--- src/rtl/prd_pkg.sv ---
`timescale 1ns/1ps
package prd_pkg;

  typedef enum logic [2:0] {
    ST_IN,
    ST_ADDR,
    ST_CNT,
    ST_MARK,
    ST_END
  } prd_state_e;

  localparam logic [31:0] PRD_END_FLAG = 32'h8000_0000;
  localparam logic [16:0] PRD_SPAN     = 17'h1_0000;
  localparam logic [16:0] PRD_HALF     = 17'h0_8000;

endpackage

--- src/rtl/prd_chunk_calc.sv ---
`timescale 1ns/1ps
module prd_chunk_calc #(
  parameter int LEN_W = 24
) (
  input  logic [15:0]      addr_lo,
  input  logic [LEN_W-1:0] rem,
  input  logic             split_en,
  output logic [16:0]      chunk
);
  import prd_pkg::*;

  logic [16:0]      room;
  logic [LEN_W-1:0] room_w;

  always_comb begin
    room   = PRD_SPAN - {1'b0, addr_lo};
    room_w = LEN_W'(room);
    if (rem < room_w) chunk = rem[16:0];
    else              chunk = room;
    if (split_en && (chunk == PRD_SPAN)) chunk = PRD_HALF;
  end

endmodule

--- src/rtl/prd_count_enc.sv ---
`timescale 1ns/1ps
module prd_count_enc (
  input  logic [16:0] chunk,
  input  logic        dword,
  input  logic        final_ent,
  output logic [31:0] word
);
  import prd_pkg::*;

  logic [16:0] units_m1;

  always_comb begin
    units_m1 = (chunk >> 2) - 17'd1;
    if (dword) word = {units_m1[15:0], 16'h0000};
    else       word = {16'h0000, chunk[15:0]};
    if (final_ent) word = word | PRD_END_FLAG;
  end

endmodule

--- src/rtl/prd_ctrl.sv ---
`timescale 1ns/1ps
module prd_ctrl #(
  parameter int LEN_W       = 24,
  parameter int MAX_ENTRIES = 16,
  parameter int IDX_W       = 4,
  parameter int CNT_W       = 5,
  parameter int TBL_AW      = 5
) (
  input  logic              clk,
  input  logic              rst,
  input  logic              restart,
  input  logic              seg_valid,
  output logic              seg_ready,
  input  logic [31:0]       seg_addr,
  input  logic [LEN_W-1:0]  seg_len,
  input  logic              seg_last,
  output logic [31:0]       cur_addr,
  output logic [LEN_W-1:0]  cur_rem,
  output logic              final_ent,
  input  logic [16:0]       chunk,
  input  logic [31:0]       cnt_word,
  output logic              tbl_we,
  output logic [TBL_AW-1:0] tbl_waddr,
  output logic [31:0]       tbl_wdata,
  output logic [CNT_W-1:0]  entry_count,
  output logic              done,
  output logic              err_overflow,
  output logic              err_empty
);
  import prd_pkg::*;

  localparam logic [CNT_W-1:0] CAP = CNT_W'(MAX_ENTRIES);

  prd_state_e       state;
  logic             last_q;
  logic [16:0]      chunk_q;
  logic [31:0]      word_q;
  logic [31:0]      prev_word;
  logic [CNT_W-1:0] count;
  logic [CNT_W-1:0] count_m1;
  logic             full;

  assign seg_ready   = (state == ST_IN);
  assign entry_count = count;
  assign full        = (count == CAP);
  assign count_m1    = count - CNT_W'(1);
  assign final_ent   = last_q && (cur_rem == LEN_W'(chunk));

  always_ff @(posedge clk) begin
    if (rst) begin
      state        <= ST_IN;
      last_q       <= 1'b0;
      chunk_q      <= '0;
      word_q       <= '0;
      prev_word    <= '0;
      count        <= '0;
      cur_addr     <= '0;
      cur_rem      <= '0;
      tbl_we       <= 1'b0;
      tbl_waddr    <= '0;
      tbl_wdata    <= '0;
      done         <= 1'b0;
      err_overflow <= 1'b0;
      err_empty    <= 1'b0;
    end else begin
      tbl_we       <= 1'b0;
      done         <= 1'b0;
      err_overflow <= 1'b0;
      err_empty    <= 1'b0;
      if (restart) begin
        state <= ST_IN;
        count <= '0;
      end else begin
        case (state)
          ST_IN: begin
            if (seg_valid) begin
              cur_addr <= seg_addr;
              cur_rem  <= seg_len;
              last_q   <= seg_last;
              if (seg_len == '0) begin
                if (seg_last) begin
                  if (count == '0) begin
                    err_empty <= 1'b1;
                    done      <= 1'b1;
                    state     <= ST_END;
                  end else begin
                    state <= ST_MARK;
                  end
                end
              end else begin
                state <= ST_ADDR;
              end
            end
          end
          ST_ADDR: begin
            if (full) begin
              err_overflow <= 1'b1;
              done         <= 1'b1;
              state        <= ST_END;
            end else begin
              tbl_we    <= 1'b1;
              tbl_waddr <= {count[IDX_W-1:0], 1'b0};
              tbl_wdata <= cur_addr;
              word_q    <= cnt_word;
              chunk_q   <= chunk;
              state     <= ST_CNT;
            end
          end
          ST_CNT: begin
            tbl_we    <= 1'b1;
            tbl_waddr <= {count[IDX_W-1:0], 1'b1};
            tbl_wdata <= word_q;
            prev_word <= word_q;
            count     <= count + CNT_W'(1);
            cur_addr  <= cur_addr + 32'(chunk_q);
            cur_rem   <= cur_rem - LEN_W'(chunk_q);
            if (cur_rem == LEN_W'(chunk_q)) begin
              if (last_q) begin
                done  <= 1'b1;
                state <= ST_END;
              end else begin
                state <= ST_IN;
              end
            end else begin
              state <= ST_ADDR;
            end
          end
          ST_MARK: begin
            tbl_we    <= 1'b1;
            tbl_waddr <= {count_m1[IDX_W-1:0], 1'b1};
            tbl_wdata <= prev_word | PRD_END_FLAG;
            done      <= 1'b1;
            state     <= ST_END;
          end
          default: begin
          end
        endcase
      end
    end
  end

  AST_NO_CROSS: assert property (@(posedge clk) disable iff (rst)
    (state == ST_ADDR) |-> (({2'b00, cur_addr[15:0]} + {1'b0, chunk}) <= 18'h1_0000));

  AST_WORD_PAIR: assert property (@(posedge clk) disable iff (rst || restart)
    (tbl_we && !tbl_waddr[0]) |=> (tbl_we && tbl_waddr[0]));

  AST_ERR_DONE: assert property (@(posedge clk) disable iff (rst)
    (err_overflow || err_empty) |-> done);

  AST_COUNT_CAP: assert property (@(posedge clk) disable iff (rst)
    entry_count <= CAP);

  AST_EMPTY_CNT: assert property (@(posedge clk) disable iff (rst)
    err_empty |-> (entry_count == '0));

  AST_DONE_PULSE: assert property (@(posedge clk) disable iff (rst)
    done |=> !done);

  AST_HALT_READY: assert property (@(posedge clk) disable iff (rst)
    done |-> !seg_ready);

endmodule

--- src/rtl/prd_table_gen.sv ---
`timescale 1ns/1ps
module prd_table_gen #(
  parameter int LEN_W       = 24,
  parameter int MAX_ENTRIES = 16,
  parameter int IDX_W       = $clog2(MAX_ENTRIES),
  parameter int CNT_W       = $clog2(MAX_ENTRIES + 1),
  parameter int TBL_AW      = IDX_W + 1
) (
  input  logic              clk,
  input  logic              rst,
  input  logic              restart,
  input  logic              mode_split64,
  input  logic              mode_dword,
  input  logic              seg_valid,
  output logic              seg_ready,
  input  logic [31:0]       seg_addr,
  input  logic [LEN_W-1:0]  seg_len,
  input  logic              seg_last,
  output logic              tbl_we,
  output logic [TBL_AW-1:0] tbl_waddr,
  output logic [31:0]       tbl_wdata,
  output logic [CNT_W-1:0]  entry_count,
  output logic              done,
  output logic              err_overflow,
  output logic              err_empty
);

  logic [31:0]      cur_addr;
  logic [LEN_W-1:0] cur_rem;
  logic [16:0]      chunk;
  logic [31:0]      cnt_word;
  logic             final_ent;
  logic             split_en;

  assign split_en = mode_split64 && !mode_dword;

  prd_chunk_calc #(.LEN_W(LEN_W)) u_calc (
    .addr_lo  (cur_addr[15:0]),
    .rem      (cur_rem),
    .split_en (split_en),
    .chunk    (chunk)
  );

  prd_count_enc u_enc (
    .chunk     (chunk),
    .dword     (mode_dword),
    .final_ent (final_ent),
    .word      (cnt_word)
  );

  prd_ctrl #(
    .LEN_W       (LEN_W),
    .MAX_ENTRIES (MAX_ENTRIES),
    .IDX_W       (IDX_W),
    .CNT_W       (CNT_W),
    .TBL_AW      (TBL_AW)
  ) u_ctrl (
    .clk          (clk),
    .rst          (rst),
    .restart      (restart),
    .seg_valid    (seg_valid),
    .seg_ready    (seg_ready),
    .seg_addr     (seg_addr),
    .seg_len      (seg_len),
    .seg_last     (seg_last),
    .cur_addr     (cur_addr),
    .cur_rem      (cur_rem),
    .final_ent    (final_ent),
    .chunk        (chunk),
    .cnt_word     (cnt_word),
    .tbl_we       (tbl_we),
    .tbl_waddr    (tbl_waddr),
    .tbl_wdata    (tbl_wdata),
    .entry_count  (entry_count),
    .done         (done),
    .err_overflow (err_overflow),
    .err_empty    (err_empty)
  );

endmodule

--- config.mk ---
export PLATFORM = sky130hd
export DESIGN_NAME = prd_table_gen
export DESIGN_NICKNAME = d
export VERILOG_FILES = /design/src/rtl/prd_pkg.sv /design/src/rtl/prd_chunk_calc.sv /design/src/rtl/prd_count_enc.sv /design/src/rtl/prd_ctrl.sv /design/src/rtl/prd_table_gen.sv
export SDC_FILE = /design/constraint.sdc
export NUM_CORES = 1
export LEC_CHECK = 0
export ABC_AREA = 1
export BUFFER_PORTS_ARGS = -buffer_cell sky130_fd_sc_hd__buf_2
export CAP_MARGIN = 0
export CORE_ASPECT_RATIO = 1.75
export CORE_MARGIN = 5
export CORE_UTILIZATION = 60
export DETAILED_ROUTE_END_ITERATION = 10
export GPL_TIMING_DRIVEN = 0
export PLACE_DENSITY_LB_ADDON = 0.1
export SLEW_MARGIN = 40
export SYNTH_ARGS = -nofsm -noshare
export SYNTH_HDL_FRONTEND = slang
export SYNTH_SLANG_ARGS = --single-unit
--- constraint.sdc ---
create_clock -name clk -period 9.99 [get_ports clk]
set_input_delay 1.4985 -clock clk [delete_from_list [all_inputs] [get_ports clk]]
set_output_delay 1.4985 -clock clk [all_outputs]
set_load 0.05 [all_outputs]
# Word level (Yosys, flattened, before mapping)

Cells that the tools add are included.
Widths: inputs -> output; s select.

Bits in registers: 186
Bits of input ports: 63
Word-level logic and storage cells: 85

Add/subtract/negate cells: 6
Order comparisons: 1
Equality and inequality tests: 10
Mux-type cells: 30
Bitwise logic cells: 4
Reduce and logical (&&, ||, !) cells: 20

Operators with widths:

| kind                   | count |
|---|---|
| $mux 32                | 4 |
| $pmux 32 s3            | 1 |
| $pmux 32 s2            | 1 |
| $eq 24x17->1           | 2 |
| $pmux 24 s2            | 1 |
| $mux 17                | 2 |
| $add 32x17->32         | 1 |
| $logic_not 24->1       | 1 |
| $lt 24x17->1           | 1 |
| $mux 24                | 1 |
| $sub 24x17->24         | 1 |
| $mux 3                 | 7 |
| $eq 17x17->1 const B   | 1 |
| $sub 17x16->17 const A | 1 |
| $sub 15x1->16 const B  | 1 |
| $pmux 5 s3             | 1 |
| $reduce_and 3->1       | 5 |
| $pmux 3 s4             | 1 |
| $mux 1                 | 8 |
| $eq 3x2->1 const B     | 2 |
| $reduce_or 3->1        | 2 |
| $add 5x1->5 const B    | 1 |
| $eq 5x5->1 const B     | 1 |
| $logic_not 5->1        | 1 |
| other kinds (16)       | 23 |

# Logic depth before layout (Yosys ltp)

Gate-level depths: netlist (run 1).

Depth after elaboration: 9
Mapped depth: 32

# Cells and area by module

A second synthesis (run 1) with hierarchy kept.

Cells, all modules: 2004
Area, all modules: 12484.5 sq um

By module, submodules not included:

| module         | instances | cells each | area an instance (sq um) | seq. area each (sq um) |
|---|---|---|---|---|
| prd_ctrl       | 1         | 1664       | 10761.6                  | 3723.6 |
| prd_chunk_calc | 1         | 221        | 1176.1                   | 0.0 |
| prd_count_enc  | 1         | 117        | 536.8                    | 0.0 |
| prd_table_gen  | 1         | 2          | 10.0                     | 0.0 |

# Worst setup path after synthesis (run 1)

Ideal clock, no wire load.

Kind: reg2reg
Start: reg u_ctrl.cur_addr[2]
End: reg u_ctrl.word_q[26]
Setup time: 128 ps
Arrival time: 3334 ps
Required time: 9862 ps
Slack: 6528 ps
Stages on the path, launching flop included: 29
Buffers on the path: 1
Period minus slack after synthesis: 3462 ps
Path through: dfxtp_1 -> nor2_1 -> nand4_1 -> nor2_1 -> nand2_1 -> clkinv_1 -> nand2_1 -> inv_1 -> nand3_1 -> nand2_1 -> inv_1 -> ha_1 -> a21o_1 -> nor2_1 -> nand2_1 -> a21oi_4 -> nand2_4 -> buf_12 -> nand2_2 -> nand2_2 -> inv_1 -> ha_1 -> inv_1 -> nor2_2 -> nand2_1 -> nor2_2 -> inv_1 -> o21ai_0 -> o22ai_1

Longest elaborated chain between the ends: 9

RTL lines:

| element                  | RTL line             | source |
|---|---|---|
| start: declaration       | prd_ctrl.sv:17       | `output logic [31:0] cur_addr,` |
| start signal: assignment | prd_ctrl.sv:77       | `cur_addr <= seg_addr;` |
| start signal: assignment | prd_ctrl.sv:115      | `cur_addr <= cur_addr + 32'(chunk_q);` |
| $sub 17x16->17 *         | prd_chunk_calc.sv:16 | `room = PRD_SPAN - {1'b0, addr_lo};` |
| $lt 24x17->1             | prd_chunk_calc.sv:18 | `if (rem < room_w) chunk = rem[16:0];` |
| $mux 17 *                | prd_chunk_calc.sv:18 |  |
| $eq 17x17->1             | prd_chunk_calc.sv:20 | `if (split_en && (chunk == PRD_SPAN)) chunk = PRD_HALF;` |
| $logic_and 1x1->1        | prd_chunk_calc.sv:20 |  |
| $mux 17 *                | prd_chunk_calc.sv:20 |  |
| $sub 15x1->16 *          | prd_count_enc.sv:13  | `units_m1 = (chunk >> 2) - 17'd1;` |
| $mux 32 *                | prd_count_enc.sv:14  | `if (dword) word = {units_m1[15:0], 16'h0000};` |
| $mux 32 *                | prd_count_enc.sv:16  | `if (final_ent) word = word \| PRD_END_FLAG;` |
| end signal: assignment   | prd_ctrl.sv:104      | `word_q <= cnt_word;` |
| end: declaration         | prd_ctrl.sv:37       | `logic [31:0] word_q;` |

Every way passes the cells marked *; elsewhere a longest branch is shown, timed or not.
A chain may end at the register's enable or synchronous reset.

# Worst setup path after layout (run 1)

Start: reg u_ctrl.cur_addr[0]
End: reg u_ctrl.word_q[30]

Same word-level chain as after synthesis.

==> results of run 1 <==
registers in the layout (all words and copies together), names as in the netlist:
name	flops
u_ctrl.word_q	32
u_ctrl.tbl_wdata	32
u_ctrl.cur_addr	32
u_ctrl.chunk_q	17
u_ctrl.err_empty	1
u_ctrl.err_overflow	1
u_ctrl.tbl_we	1
u_ctrl.state	3
u_ctrl.tbl_waddr	5
u_ctrl.prev_word	31
u_ctrl.last_q	1
u_ctrl.entry_count	5
u_ctrl.cur_rem	24
u_ctrl.done	1
kinds of logic after synthesis:
logic type / share of synthesized area (%)
buffers and inverters: 9.801
AOI/OAI and AO/OA: 24.69
adders and majority gates: 6.393
xor gates and xnor gates: 4.459
DFF: 33.26
and+or+nand+nor: 21.40
layout by cell type, fill, tap and decap left out, types with 6 or more instances in the layout:
master     instances
xnor2_1           18
ha_1              54
o211ai_1          12
buf_1              6
a221oi_1           8
nand3_1           68
o21ai_0          154
nor2_2             7
nor2_1           124
o22ai_1           76
a211oi_1           8
nor3_1            12
nand4_1           22
inv_2              9
dfxtp_1          186
a21oi_1          206
nor4_1            12
clkbuf_1          62
clkbuf_16         17
nand2_1          238
a31oi_1            8
xor2_1            39
inv_1            195
nand2_2           17
buf_2            110
path summary, 6_finish.rpt:
| kind | to | slack, ps |
|---|---|---|
| setup / recovery | u_ctrl.word_q[30] | 5310 |
| hold / removal | u_ctrl.prev_word[8] | 460 |
| setup reg to reg | u_ctrl.word_q[30] | 5310 |
| hold reg to reg | u_ctrl.prev_word[8] | 460 |
metrics by stage:
step                      cells  util, %  power, µW
final                      1989    68.21       2280
after global routing       1989    68.21       2356
after CTS                  1989    68.21       2244
after detailed placement   1957    65.10       1581
after global placement     1957    65.06       1574
after floorplan            1611        -       1344
area by class of cell:
class | instances | area share [%]
buffer | 74 | 2.509
clock buffer | 19 | 3.511
clock inverter | 13 | 1.051
inverter | 208 | 6.188
multi-input combinational | 1143 | 50.59
sequential | 186 | 29.51
tap | 238 | 2.360
timing repair buffer | 108 | 4.284
metal layers:
layer | wire [µm] | part of all wire (%) | GRT usage [%] | up-vias
met2 | 21990 | 48 | 71.03 | 756
met3 | 3895 | 8.6 | 8.479 | 273
met5 | 0 | 0 | 0 | -
li1 | - | - | - | 5738
met1 | 14580 | 32 | 40.34 | 5796
met4 | 4907 | 11 | 37.67 | 0
critical path, cell delays in order (launching register included):
cell     delay [ps]
dfxtp_1         690
inv_1           240
ha_1            320
nand3_1         150
nor2_1           80
nand4_1         120
xor2_1          380
ha_1            320
nand2_1          60
nor2_1           50
nand2_1          60
nand2_1          80
a21oi_4         220
nand2_4         140
buf_12          170
nand2_2          60
nand2_2         130
inv_1           170
ha_1            200
inv_1            70
nor2_2          150
nand2_1         110
nor2_2          190
nand2_1          80
nand3_1          70
nand2_1          70
nand2_1         120
nand2_1          70
where the power goes:
part | leakage (µW) | internal, µW | switching (µW)
clock | 0.000280 | 358 | 332
combinational | 0.00359 | 230 | 519
sequential | 0.00151 | 782 | 59.3
==> impl_metrics.csv, run 1 <==
group,metric,value,unit
logic_synthesis,netlist_top_cells_area,"dfxtp_1 (33%), a21oi_1 (9.2%), nand2_1 (8.0%)",
clock_tree,root_buffer,"clkbuf_16",
sta,fmax,213.5,MHz
global_route,antenna_found_initial,0,
clock_tree,numCtsBuffers,17,
worst_setup_path,crit_fanout,10,
sta,setup_slack,5307,ps
sta,hold_ws,457.5,ps
logic_synthesis,ys.flop_type,"dfxtp_1",
sta,worst_pin_slew,902.8,ps
sta,rsz0062_at_grt,"false",
floorplanning,coreArea,0.01850,mm²
routing,wl_per_cell,22.81,µm
placed_design,dpl-instance-area,0.01204,mm²
sta,slew_headroom,39.81,%
global_route,grt_pass1_wl,66790,µm
routing,final_antenna_net_count,0,
floorplanning,ios,110,
clock_tree,post_cts_buffers,0,
clock_tree,cts_tree,"yes",
power_and_ir_drop,cellPowerDensity,180.7,mW/mm²
clock_tree,cts_resized,0,
global_route,gr-total-overflow,0,
placed_design,dp_hpwl,35570,µm
worst_setup_path,rr_worst_depth,27,
sta,maxSlewViolCount,0,
logic_synthesis,ys_warn_count,0,
clock_tree,clk_pin_slew,80,ps
power_and_ir_drop,leakagePower,0.005381,µW
logic_synthesis,netlist_area,0.01120,mm²
final_layout,syn2layout_area_growth,12.70,%
worst_hold_path,hold_depth,2,
worst_setup_path,r2r_start,"u_ctrl.cur_addr[0]",
logic_synthesis,ys_types,57,
final_layout,drive_gt1_share,11.82,%
worst_setup_path,cp-start-kind,"flop",
routing,vias,12560,
routing,first_pass_iters,9,
logic_synthesis,synth_area_per_cell,6.950,µm²
clock_tree,htree_levels,4,
sta,min_period,4683,ps
flow_run,maxCapViolations,0,
sta,fin_worst_skew,7.458,ps
clock_tree,clock_sinks,186,
floorplanning,die_w,113.3,µm
logic_synthesis,synth_top_area_share,33.26,%
global_route,grt_pass1_vias,12110,
routing,wirelength,45380,µm
power_and_ir_drop,irDropWorstVdd,0.0001415,V
logic_synthesis,synth_top_area_cell,"dfxtp_1",
final_layout,multiInputGateArea,0.006382,mm²
worst_setup_path,worstSetupStartpoint,"u_ctrl.cur_addr[0]",
logic_synthesis,synthesis.nets,1730,
logic_synthesis,ys_ff_latch,186,
logic_synthesis,netlist_instances,1611,
clock_tree,insertion_delay,450,ps
floorplanning,design.die.area,0.02160,mm²
worst_setup_path,crit_type,"reg -> reg",
global_route,grt_start_max_net_pins,18,
logic_synthesis,yosysMostFrequentCell,"nand2_1",
logic_synthesis,ys_seq_area_share,33.26,%
floorplanning,rows,66,
sta,finalHoldViolations,0,
clock_tree,clockBufferDepth,2,
logic_synthesis,ys_async_sr_fraction,0,%
final_layout,design_area,0.01262,mm²
logic_synthesis,ys_top_cells_by_count,"nand2_1 (238), a21oi_1 (206), inv_1 (195)",
worst_setup_path,worstPathRequired,10340,ps
sta,fin_crit_sh,46.88,%
routing,avgViaCountPerCell,6.316,
floorplanning,start_util,60.52,%
worst_setup_path,end_kind,"flop",
clock_tree,hold_buffers,0,
logic_synthesis,synth_edf_count,0,
placed_design,gp_congestion,1.052,
final_layout,fill_cells,1712,
status,outcome,"finished, final reports clean",
final_layout,seq_area,0.003724,mm²
routing,drt_iter0_markers,1351,
final_layout,final_nets,1857,
floorplanning,die_h,190.7,µm
worst_hold_path,hold_path.class,"reg -> reg",
worst_setup_path,cp.arrival,5030,ps
global_route,grtUsageTotal,41.09,%
routing,drc,0,
sta,finalSetupViolCount,0,
placed_design,io_buffers,108,
sta,setup_tns,0,ps
final_layout,num_antenna_cells,0,
placed_design,dp_slack,5535,ps
worst_hold_path,hp-start,"u_ctrl.prev_word[8]",
No activity file was read; power rests on OpenSTA's default activity.
==> inputs of run 2 (changes only) <==
==> constraint.sdc (replaced) <==
create_clock -name clk -period 4.81 [get_ports clk]
set_input_delay 0.7215 -clock clk [delete_from_list [all_inputs] [get_ports clk]]
set_output_delay 0.7215 -clock clk [all_outputs]
set_load 0.05 [all_outputs]
==> run 2 against run 1 <==
  * Register-to-register slack worse by 5100 ps
  * Critical path depth unchanged
  * Maximum frequency is 2.7% higher
  * Die area unchanged
  * Via count is 0.33% lower
  * Cell count is the same
  * Critical path type unchanged
  * Critical endpoint unchanged
==> impl_metrics.csv, run 2 (same netlist as run 1, synthesis figures left out) <==
group,metric,value,unit
worst_hold_path,hold_path.class,"reg -> reg",
sta,setup_tns,0,ps
sta,fmax,219.2,MHz
sta,min_period,4562,ps
worst_setup_path,slowest_delay,440,ps
floorplanning,rows,66,
final_layout,final_nets,1857,
power_and_ir_drop,cellPowerDensity,374.9,mW/mm²
final_layout,final_cell_mix,"nand2_1 (238), a21oi_1 (206), inv_1 (195), dfxtp_1 (185), o21ai_0 (154)",
sta,slew_headroom,39.76,%
power_and_ir_drop,irDropWorstVdd,0.0002918,V
clock_tree,numCtsBuffers,17,
power_and_ir_drop,sw_frac_of_total,39.88,%
clock_tree,insertion_delay,460,ps
final_layout,reg.largest.list,"u_ctrl.cur_addr (32), u_ctrl.tbl_wdata (32), u_ctrl.word_q (32)",
floorplanning,start_util,60.52,%
clock_tree,hold_buffers,0,
power_and_ir_drop,clockPowerShare,30.2,%
final_layout,syn2layout_area_growth,12.84,%
placed_design,dp_hpwl,35570,µm
routing,drc,0,
global_route,gr-total-overflow,0,
worst_setup_path,end_kind,"flop",
sta,fin_worst_skew,8.155,ps
floorplanning,die_h,190.7,µm
clock_tree,clk_pin_slew,70,ps
worst_setup_path,crit_fanout,10,
sta,finalHoldViolations,0,
routing,drt_iter0_markers,1378,
worst_setup_path,worstPathRequired,5160,ps
floorplanning,ios,110,
floorplanning,die_w,113.3,µm
final_layout,design_area,0.01263,mm²
placed_design,place_inst,1957,
floorplanning,coreArea,0.01850,mm²
power_and_ir_drop,p_seq_share,36.9,%
worst_setup_path,path_common_cell,"nand2_1",
power_and_ir_drop,p_comb_share,32.9,%
worst_setup_path,cp-start-kind,"flop",
global_route,grtUsageTotal,41.09,%
sta,maxSlewViolCount,0,
routing,first_pass_iters,7,
final_layout,final_cell_count_no_fill,1989,
clock_tree,htree_levels,4,
global_route,grt_pass1_wl,66790,µm
worst_hold_path,hold_depth,2,
sta,worst_pin_slew,903.7,ps
clock_tree,clockBufferDepth,2,
flow_run,maxCapViolations,0,
status,outcome,"finished, final reports clean",
final_layout,drive_gt1_share,11.94,%
placed_design,gp_congestion,1.052,
clock_tree,clock_sinks,186,
routing,vias,12520,
sta,fin_crit_sh,94.85,%
sta,setup_slack,247.9,ps
power_and_ir_drop,p_sw,1889,µW
worst_hold_path,hold_end,"u_ctrl.prev_word[8]",
worst_setup_path,r2r-end,"u_ctrl.word_q[30]",
sta,finalSetupViolCount,0,
placed_design,io_buffers,108,
global_route,antenna_found_initial,0,
worst_setup_path,crit_type,"reg -> reg",
sta,rsz0062_at_grt,"false",
routing,wl_per_cell,22.80,µm
clock_tree,root_buffer,"clkbuf_16",
placed_design,dpl-instance-area,0.01204,mm²
routing,avgViaCountPerCell,6.295,
worst_setup_path,rrSetupSlack,250,ps
worst_setup_path,cp.arrival,4910,ps
worst_setup_path,slowest_stage,"dfxtp_1",
global_route,grt_pass1_vias,12110,
routing,final_antenna_net_count,0,
final_layout,layout_commonest_cell,"nand2_1",
global_route,grt_start_max_net_pins,18,
placed_design,dp_slack,354.9,ps
floorplanning,design.die.area,0.02160,mm²
power_and_ir_drop,leakagePower,0.005384,µW
worst_hold_path,hp-start,"u_ctrl.prev_word[8]",
clock_tree,cts_tree,"yes",
worst_setup_path,rr_worst_depth,27,
routing,wirelength,45350,µm
worst_setup_path,r2r_start,"u_ctrl.cur_addr[1]",
power_and_ir_drop,internal_power,2848,µW
final_layout,num_antenna_cells,0,
-- run 2: cell count changes in the layout (fill, tap and decap cells not counted) --
cell     change
o21ai_4      +1
o21ai_2      -1
xor2_2       +1
xor2_1       -1
dfxtp_2      +1
dfxtp_1      -1
-- run 2: critical path: cells and delay by family, from the launching register on --
kind                       cells  cell delay (ps)
buffers and inverters          4              740
AOI/OAI and AO/OA              1              220
DFF                            1              440
xor gates and xnor gates       1              300
adders and majority gates      3              800
and+or+nand+nor               18             1970
-- run 2: cell type report --
cell class | count | area [µm²]
Clock buffer | 19 | 442.9
Clock inverter | 13 | 132.6
Multi-Input combinational cell | 1143 | 6397
Sequential cell | 186 | 3725
Inverter | 208 | 780.7
Timing Repair Buffer | 108 | 540.5
Fill cell | 1712 | 5864
Tap cell | 238 | 297.8
Buffer | 74 | 316.6
-- run 2: power by group through the flow --
stage                     Combinational, µW  Clock (µW)  Sequential (µW)
after floorplan                         995           0             1800
after global placement                 1500           0             1770
after detailed placement               1510           0             1770
after CTS                              1520        1400             1740
after global routing                   1690        1460             1750
final                                  1560        1430             1750
-- run 2: timing repair --
action	in CTS	in global routing
endpoints found under the setup margin	0	2
resized for setup	0	3
buffers inserted	0	0
-- run 2: stage by stage --
step                hold WS, ps  total power, µW  utilization [%]
finish                    456.4             4736            68.30
global placement          440.3             3268            65.06
CTS                       457.9             4661            68.21
global route              483.5             4897            68.30
floorplan                 430.3             2791                -
detailed placement        447.3             3284            65.10
-- run 2: how the worst max path moves through the flow --
stage | slack (ps) | to | start | depth (start not counted)
floorplan | 1350 | u_ctrl.word_q[26] | u_ctrl.cur_addr[2] | 28
global placement | 380 | u_ctrl.word_q[31] | u_ctrl.cur_addr[0] | 23
detailed placement | 350 | u_ctrl.word_q[31] | u_ctrl.cur_addr[0] | 23
CTS | 350 | u_ctrl.word_q[31] | u_ctrl.cur_addr[0] | 23
global route | 40 | u_ctrl.word_q[31] | u_ctrl.cur_addr[1] | 25
finish | 250 | u_ctrl.word_q[30] | u_ctrl.cur_addr[1] | 27
-- run 2: metal layers --
| layer | routed length, µm | GRT usage, % |
|---|---|---|
| met4 | 4958 | 37.67 |
| met5 | 0 | 0 |
| met2 | 21920 | 71.03 |
| met3 | 3818 | 8.479 |
| met1 | 14660 | 40.34 |
